[config.mk]
export PLATFORM = sky130hd
export DESIGN_NAME = bus_xfer_ctrl
export DESIGN_NICKNAME = d
export VERILOG_FILES = /design/src/rtl/xfer_pkg.sv /design/src/rtl/xfer_sync.sv /design/src/rtl/xfer_seq.sv /design/src/rtl/xfer_outreg.sv /design/src/rtl/bus_xfer_ctrl.sv
export SDC_FILE = /design/constraint.sdc
export NUM_CORES = 1
export LEC_CHECK = 0
export ABC_AREA = 1
export BUFFER_PORTS_ARGS = -buffer_cell sky130_fd_sc_hd__buf_2
export CORE_MARGIN = 1.5
export CORE_UTILIZATION = 40
export DETAILED_ROUTE_END_ITERATION = 16
export SLEW_MARGIN = 20
export SYNTH_ARGS = -nofsm -noshare
export SYNTH_HDL_FRONTEND = slang
export SYNTH_HIERARCHICAL = 1
export SYNTH_SLANG_ARGS = --single-unit
[constraint.sdc]
create_clock -name clk -period 1.5 [get_ports clk]
set_input_delay 0.15 -clock clk [delete_from_list [all_inputs] [get_ports clk]]
set_output_delay 0.15 -clock clk [all_outputs]
set_load 0.02 [all_outputs]
[src/rtl/xfer_pkg.sv]
package xfer_pkg;

  typedef enum logic [3:0] {
    ST_IDLE   = 4'd0,
    ST_R_REQ  = 4'd1,
    ST_R_OPEN = 4'd2,
    ST_R_ACK  = 4'd3,
    ST_W_OPEN = 4'd4,
    ST_W_REQ  = 4'd5,
    ST_W_ACK  = 4'd6,
    ST_DROP   = 4'd7,
    ST_REL    = 4'd8
  } xfer_state_t;

  typedef struct packed {
    logic ack;
    logic xcvr;
    logic req;
  } drive_t;

  function automatic drive_t drive_of(xfer_state_t s);
    drive_t d;
    d = '0;
    case (s)
      ST_R_REQ:  d = '{ack: 1'b0, xcvr: 1'b0, req: 1'b1};
      ST_R_OPEN: d = '{ack: 1'b0, xcvr: 1'b1, req: 1'b1};
      ST_R_ACK:  d = '{ack: 1'b1, xcvr: 1'b1, req: 1'b1};
      ST_W_OPEN: d = '{ack: 1'b0, xcvr: 1'b1, req: 1'b0};
      ST_W_REQ:  d = '{ack: 1'b0, xcvr: 1'b1, req: 1'b1};
      ST_W_ACK:  d = '{ack: 1'b1, xcvr: 1'b1, req: 1'b1};
      ST_DROP:   d = '{ack: 1'b1, xcvr: 1'b0, req: 1'b1};
      default:   d = '0;
    endcase
    return d;
  endfunction

endpackage

[src/rtl/xfer_sync.sv]
module xfer_sync #(
  parameter int WIDTH  = 3,
  parameter int STAGES = 2
) (
  input  logic             clk,
  input  logic             rst,
  input  logic [WIDTH-1:0] async_i,
  output logic [WIDTH-1:0] sync_o
);
  logic [WIDTH-1:0] stage_q [STAGES];

  always_ff @(posedge clk) begin
    if (rst) stage_q[0] <= '0;
    else     stage_q[0] <= async_i;
  end

  for (genvar s = 1; s < STAGES; s++) begin : g_stage
    always_ff @(posedge clk) begin
      if (rst) stage_q[s] <= '0;
      else     stage_q[s] <= stage_q[s-1];
    end
  end

  assign sync_o = stage_q[STAGES-1];
endmodule

[src/rtl/xfer_seq.sv]
module xfer_seq
  import xfer_pkg::*;
(
  input  logic        clk,
  input  logic        rst,
  input  logic        rd_s,
  input  logic        wr_s,
  input  logic        ack_s,
  output xfer_state_t state_nxt,
  output logic        clash
);
  xfer_state_t state_q;

  always_comb begin
    state_nxt = state_q;
    clash     = 1'b0;
    case (state_q)
      ST_IDLE: begin
        if (rd_s && wr_s) clash = 1'b1;
        else if (rd_s)    state_nxt = ST_R_REQ;
        else if (wr_s)    state_nxt = ST_W_OPEN;
      end
      ST_R_REQ:  if (ack_s) state_nxt = ST_R_OPEN;
      ST_R_OPEN: state_nxt = ST_R_ACK;
      ST_R_ACK:  if (!rd_s) state_nxt = ST_DROP;
      ST_W_OPEN: state_nxt = ST_W_REQ;
      ST_W_REQ:  if (ack_s) state_nxt = ST_W_ACK;
      ST_W_ACK:  if (!wr_s) state_nxt = ST_DROP;
      ST_DROP:   state_nxt = ST_REL;
      ST_REL:    if (!ack_s) state_nxt = ST_IDLE;
      default:   state_nxt = ST_IDLE;
    endcase
  end

  always_ff @(posedge clk) begin
    if (rst) state_q <= ST_IDLE;
    else     state_q <= state_nxt;
  end
endmodule

[src/rtl/xfer_outreg.sv]
module xfer_outreg
  import xfer_pkg::*;
(
  input  logic        clk,
  input  logic        rst,
  input  xfer_state_t state_nxt,
  input  logic        clash,
  output drive_t      drive_q,
  output logic        err_q
);
  always_ff @(posedge clk) begin
    if (rst) begin
      drive_q <= '0;
      err_q   <= 1'b0;
    end else begin
      drive_q <= drive_of(state_nxt);
      err_q   <= err_q | clash;
    end
  end
endmodule

[src/rtl/bus_xfer_ctrl.sv]
module bus_xfer_ctrl
  import xfer_pkg::*;
#(
  parameter int SYNC_STAGES = 2
) (
  input  logic clk,
  input  logic rst,
  input  logic rd_req_i,
  input  logic wr_req_i,
  input  logic loc_ack_i,
  output logic bus_ack_o,
  output logic xcvr_en_o,
  output logic loc_req_o,
  output logic conflict_o
);
  localparam int NUM_IN = 3;

  logic [NUM_IN-1:0] raw_in, sync_in;
  xfer_state_t       state_nxt;
  logic              clash;
  drive_t            drive_q;

  assign raw_in = {loc_ack_i, wr_req_i, rd_req_i};

  xfer_sync #(.WIDTH(NUM_IN), .STAGES(SYNC_STAGES)) u_sync (
    .clk(clk), .rst(rst), .async_i(raw_in), .sync_o(sync_in)
  );

  xfer_seq u_seq (
    .clk(clk), .rst(rst),
    .rd_s(sync_in[0]), .wr_s(sync_in[1]), .ack_s(sync_in[2]),
    .state_nxt(state_nxt), .clash(clash)
  );

  xfer_outreg u_out (
    .clk(clk), .rst(rst), .state_nxt(state_nxt), .clash(clash),
    .drive_q(drive_q), .err_q(conflict_o)
  );

  assign bus_ack_o = drive_q.ack;
  assign xcvr_en_o = drive_q.xcvr;
  assign loc_req_o = drive_q.req;
endmodule

=== Yosys cells after proc, flatten, opt, wreduce, memory -nomap -nowiden ===
Memory sizes are Yosys's and may differ from the RTL's.
Cells that the tools add are included.

* Register bits: 8
* RAM bits: 6
* Output and inout port bits: 4
* Logic and storage cells: 45
* Memories kept: 1

{| class="wikitable"
|+ Memory list
! memory !! depth !! bits a word !! read ports !! clocked after memory_dff !! wr ports !! line !! text
|-
| u_sync.stage_q || 2 || 3 || 2 || 0 || 2 || xfer_sync.sv:10 || <nowiki>logic [WIDTH-1:0] stage_q [STAGES];</nowiki>
|}

* Eq/ne operators: 15
* Multiplexer cells: 17
* Bitwise operators: 3
* Reductions and logical operators: 4

{| class="wikitable"
|+ Operators with widths
! kind !! number
|-
| 4-bit one-hot mux with 9 select lines || 1
|-
| 4-bit by 3-bit equality test with 1-bit output (second input constant) || 8
|-
| 4-bit two-way mux || 8
|-
| 4-bit by 2-bit equality test with 1-bit output (second input constant) || 4
|-
| 3-bit one-hot mux with 5 select lines || 1
|-
| 4-bit by 1-bit equality test with 1-bit output (second input constant) || 2
|-
| 3-bit two-way mux || 2
|-
| 1-bit two-way mux || 5
|-
| 4-bit equality test (second input constant) || 1
|-
| 4-bit zero test || 1
|-
| 2-bit OR reduction || 2
|-
| 1-bit OR || 3
|-
| 1-bit logical AND || 1
|}

=== Longest topological paths before layout ===
* Depth in word-level cells: 7
* Depth in mapped cells: 10
* Gate-level depth less buffers: 10

=== Hierarchy ===
Netlist, hierarchy kept.

{| class="wikitable"
|+ Modules (own cells, without submodules)
! module !! times used !! cells an instance !! area each (µm²) !! seq. area each (µm²)
|-
| xfer_seq || 1 || 44 || 249.0 || 80.1
|-
| xfer_sync || 1 || 18 || 165.2 || 120.1
|-
| xfer_outreg || 1 || 18 || 138.9 || 80.1
|}

=== Worst setup path before layout ===
Ideal clock, no wire load.

* Path kind: flip-flop to flip-flop
* Start: reg u_seq.state_q[1]
* End: reg u_out/drive_q[1] (netlist name)
* Setup time: 0.113 ns
* Arrival time: 0.952 ns
* Slack: 0.436 ns
* Stages on the path, launching flop included: 9
* Path buffers: 0
* Cell sequence: dfxtp_1 > nor2_2 > nand2_1 > nand2_1 > nand3_1 > inv_1 > nand2_1 > nor2_1 > nor2_1

* Longest elaborated chain between the ends: 7
* Elaborated cells between the ends (all ways): 28
* Those cells by class: 15 x eq/ne; 10 x mux; 3 x reduce/logical

{| class="wikitable"
|+ Ends and longest elaborated chain
! item !! line !! text
|-
| start: declaration || xfer_seq.sv:12 || <nowiki>xfer_state_t state_q;</nowiki>
|-
| start signal: assignment || xfer_seq.sv:37 || <nowiki>else state_q <= state_nxt;</nowiki>
|-
| 4-bit two-way mux || xfer_seq.sv:21 || <nowiki>else if (wr_s) state_nxt = ST_W_OPEN;</nowiki>
|-
| 4-bit two-way mux || xfer_seq.sv:20 || <nowiki>else if (rd_s) state_nxt = ST_R_REQ;</nowiki>
|-
| 4-bit two-way mux || xfer_seq.sv:19 || <nowiki>if (rd_s && wr_s) clash = 1'b1;</nowiki>
|-
| 4-bit one-hot mux with 9 select lines * || xfer_seq.sv:17 || <nowiki>case (state_q)</nowiki>
|-
| net state_nxt[1] || bus_xfer_ctrl.sv:19 || <nowiki>xfer_state_t state_nxt;</nowiki>
|-
| 4-bit by 2-bit equality test with 1-bit output / 4-bit by 3-bit equality test with 1-bit output (equally long branches) || xfer_pkg.sv:24 || <nowiki>case (s)</nowiki>
|-
| 2-bit OR reduction (no source line) || -- ||
|-
| 3-bit one-hot mux with 5 select lines * || xfer_pkg.sv:24 ||
|}

Mark *: on every way through the listed nets, which the timed path passes. The rest lies on a longest branch.
A chain may end at the register's enable or synchronous reset.

=== Worst setup path in the final report ===
* Start: reg u_seq.state_q[1]
* End: reg u_out/drive_q[0] (netlist name)

* Elaborated cells between the ends (all ways): 28
* Those cells by class: 15 x eq/ne; 10 x mux; 3 x reduce/logical

{| class="wikitable"
|+ RTL lines
! item !! line
|-
| 4-bit equality test, or another cell as far along || xfer_seq.sv:17
|-
| 4-bit one-hot mux with 9 select lines * || xfer_seq.sv:17
|-
| net state_nxt[0] || bus_xfer_ctrl.sv:19
|-
| 4-bit by 2-bit equality test with 1-bit output / 4-bit by 3-bit equality test with 1-bit output (equally long branches) || xfer_pkg.sv:24
|-
| 2-bit OR reduction (no source line) || --
|-
| 3-bit one-hot mux with 5 select lines * || xfer_pkg.sv:24
|}

Marked as above.

==> impl_metrics.tcl <==
set metrics [dict create \
    pin_count_of_the_biggest_net_entering_global_routing 13 \
    via_count_of_the_first_global_routing_pass 401 \
    timing.final.crit_share_pct 80.7 \
    grt.met2_usage_pct 20.6 \
    holdBufCountCts 0 \
    globalRoute.totalOverflow 0 \
    p_leak_nw 0.344 \
    grt_usage_pct 14.2 \
    crit_path_cell_trace "inv_1 -> nand2_1 -> nand3_1 -> nand2_1 -> nand2_1 -> nand2_1 -> inv_1 -> o21a_1" \
    cts_post_setup_buffers_inserted 0 \
    worst_ep_arrival_ns 1.38 \
    drc 0 \
    seqCellArea_um2 280 \
    seq_total_area_yosys_pct 50.7 \
    ys_top_cells_by_area "sky130_fd_sc_hd__dfxtp_1 (51%), sky130_fd_sc_hd__nand2_1 (14%), sky130_fd_sc_hd__nor2_1 (12%)" \
    total_cts_buffers 3 \
    areaGrowthSynthToFinish_pct 17.2 \
    final_common_cell "sky130_fd_sc_hd__nand2_1" \
    type_of_destination_of_the_critical_path "flop" \
    firstDrtPassIters 3 \
    cpMostUsedCell "sky130_fd_sc_hd__nand2_1" \
    wl_per_cell_um 8.18 \
    grt_first_pass_wirelength_um 1520 \
    detailedRoute.firstIterationViolations 5 \
    finClkSkew_ns 0.00195 \
    syn_area_per_cell_um2 6.91 \
    initial_utilization_pct 42.5 \
    cap_violations 0 \
    crit_fanout 6 \
    drive_gt1_share_pct 16.3 \
    synth_warnings 6 \
    route.final.wire_length_um 875 \
    synthDominantAreaCellType "sky130_fd_sc_hd__dfxtp_1" \
    cp-start-kind "flop" \
    die_area_um2 1610 \
    clock_tree.htree_level_count 1 \
    final_design_utilization_pct 49.8 \
    rows 13 \
    synth-seq-cells 14 \
    die-width_um 40.2 \
    timing.critical_path.slowest_stage_cell "sky130_fd_sc_hd__dfxtp_1" \
    floorplan.core_area_um2 1300 \
    mostFrequentLayoutCells "sky130_fd_sc_hd__nand2_1 (20), sky130_fd_sc_hd__nor2_1 (17), sky130_fd_sc_hd__inv_1 (15)" \
    worstHoldPathType "input port to flop" \
    peakVddDrop_v 0.000687 \
    grt_setup_unrepaired "false" \
    netlist-cell-type-count 11 \
    gr-usage-met3_pct 1.67 \
    headroom_to_the_max_slew_limit_pct 85.6 \
    grt_antenna_before_repair 0 \
    viasPerCell 4.24 \
    cp_data_required_time_ns 1.67 \
    clkTransAtPathRegs_ns 0.08 \
    drt.antenna.violating_nets 0 \
    synth.top_cell.area_share_pct 50.7 \
    footprint_of_the_multi_input_gates_um2 216 \
    sum_of_negative_setup_slack_ns 0 \
    critical_path_max_stage_delay_ns 0.44 \
    final.min_clock_period_ns 1.21 \
    status "completed" \
    fmax_mhz 827 \
    path_class "flop to flop" \
    post_synth_inst_count 80 \
    nFillCells 146 \
    dr_total_vias 454 \
    timing.final.max_slew_violations 0 \
    final_nets 98 \
    gr-max-usage-layer "met2" \
    die_h_um 40.2 \
    hpwl_um 659 \
    cts.sinks 14 \
    setup_viol 0 \
    hold_viol_final 0 \
    cts-root-to-sink-buffers 2 \
    number_of_nets_in_the_synthesized_netlist 85 \
    antennaDiodeCount 0 \
    power.density_nw_per_um2 1280 \
    cts.repair.resized 0 \
    clkLatencyLatePin_ns 0.27 \
    cts_tree "yes" \
    synthesis.area_um2 553 \
    io_port_bufs 8 \
    place.gp.congestion 0.726 \
    io_pins 9 \
    timing_worst_slew_pin_value_ns 0.216 \
    root_buffer "sky130_fd_sc_hd__clkbuf_4" \
    gr-usage-met1_pct 19.5 \
]
==> path summary, 6_finish.rpt <==
path | cells after the start | endpoint | slack (ns) | start
min | 3 | u_sync/stage_q[0][2]$_SDFF_PP0_ | 0.08 | loc_ack_i
max reg2reg | 8 | u_out/drive_q[0]$_SDFF_PP0_ | 0.29 | u_seq/state_q[1]$_SDFF_PP0_
min reg2reg | 2 | u_sync/stage_q[1][1]$_SDFF_PP0_ | 0.40 | u_sync/stage_q[0][1]$_SDFF_PP0_
max | 8 | u_out/drive_q[0]$_SDFF_PP0_ | 0.29 | u_seq/state_q[1]$_SDFF_PP0_
==> through the flow <==
step | power [mW] | hold WS, ns | cells | cell area [um^2] | setup WS (ns)
5_1_grt | 0.891 | 0.0744 | 107 | 648 | 0.110
2_1_floorplan | 0.541 | 0.219 | 80 | 553 | 0.436
3_3_place_gp | 0.583 | 0.349 | 103 | 612 | 0.298
4_1_cts | 0.843 | 0.0714 | 107 | 648 | 0.300
6_report | 0.830 | 0.0819 | 107 | 648 | 0.290
3_5_place_dp | 0.583 | 0.362 | 103 | 612 | 0.311
==> worst max-delay path: cells and delay by family, from the launching register on <==
kind	cells	cell delay (ns)
AND/OR/NAND/NOR	5	0.33
flip-flops	1	0.44
buffers and inverters	2	0.17
AO/OA/AOI/OAI	1	0.17
==> area by class of cell <==
type                       count  share of cell area, %
sequential                    14                   43.2
inverter                      15                   8.69
multi-input combinational     51                   33.4
tap                           15                   2.90
timing repair buffer           8                   6.18
clock buffer                   4                   5.60
==> state kept, by name, indices dropped and copies added (netlist names) <==
| register | count |
|---|---|
| u_out/drive_q | 3 |
| u_out/err_q | 1 |
| u_seq/state_q | 4 |
| u_sync/stage_q | 6 |
==> cell families (layout without fill, tap and decap cells) <==
kind of cell | after synthesis | in the layout | share of synthesized area, %
AND/OR/NAND/NOR | 45 | 45 | 33.3
AO/OA/AOI/OAI | 6 | 6 | 5.88
flip-flops | 14 | 14 | 50.7
buffers and inverters | 15 | 27 | 10.2
==> synth_stat cells, drive strengths merged <==
library cell and count:
nand2 20, nor2 20, inv 15, dfxtp 14
nand3 4, o21ai 3, a21oi 2, nand4 1
o21a 1
==> routing by layer <==
metal	vias up	part of all wire (%)
met5	-	0
met4	0	1.6
met3	2	1.9
met2	5	42
met1	185	54
li1	262	-
==> power by group <==
group | switching [mW] | internal [mW] | leakage (nW)
sequential | 0.0168 | 0.401 | 0.115
combinational | 0.104 | 0.0533 | 0.208
clock | 0.108 | 0.147 | 0.0210
total | 0.229 | 0.601 | 0.344
(Power assumes the default switching activity.)
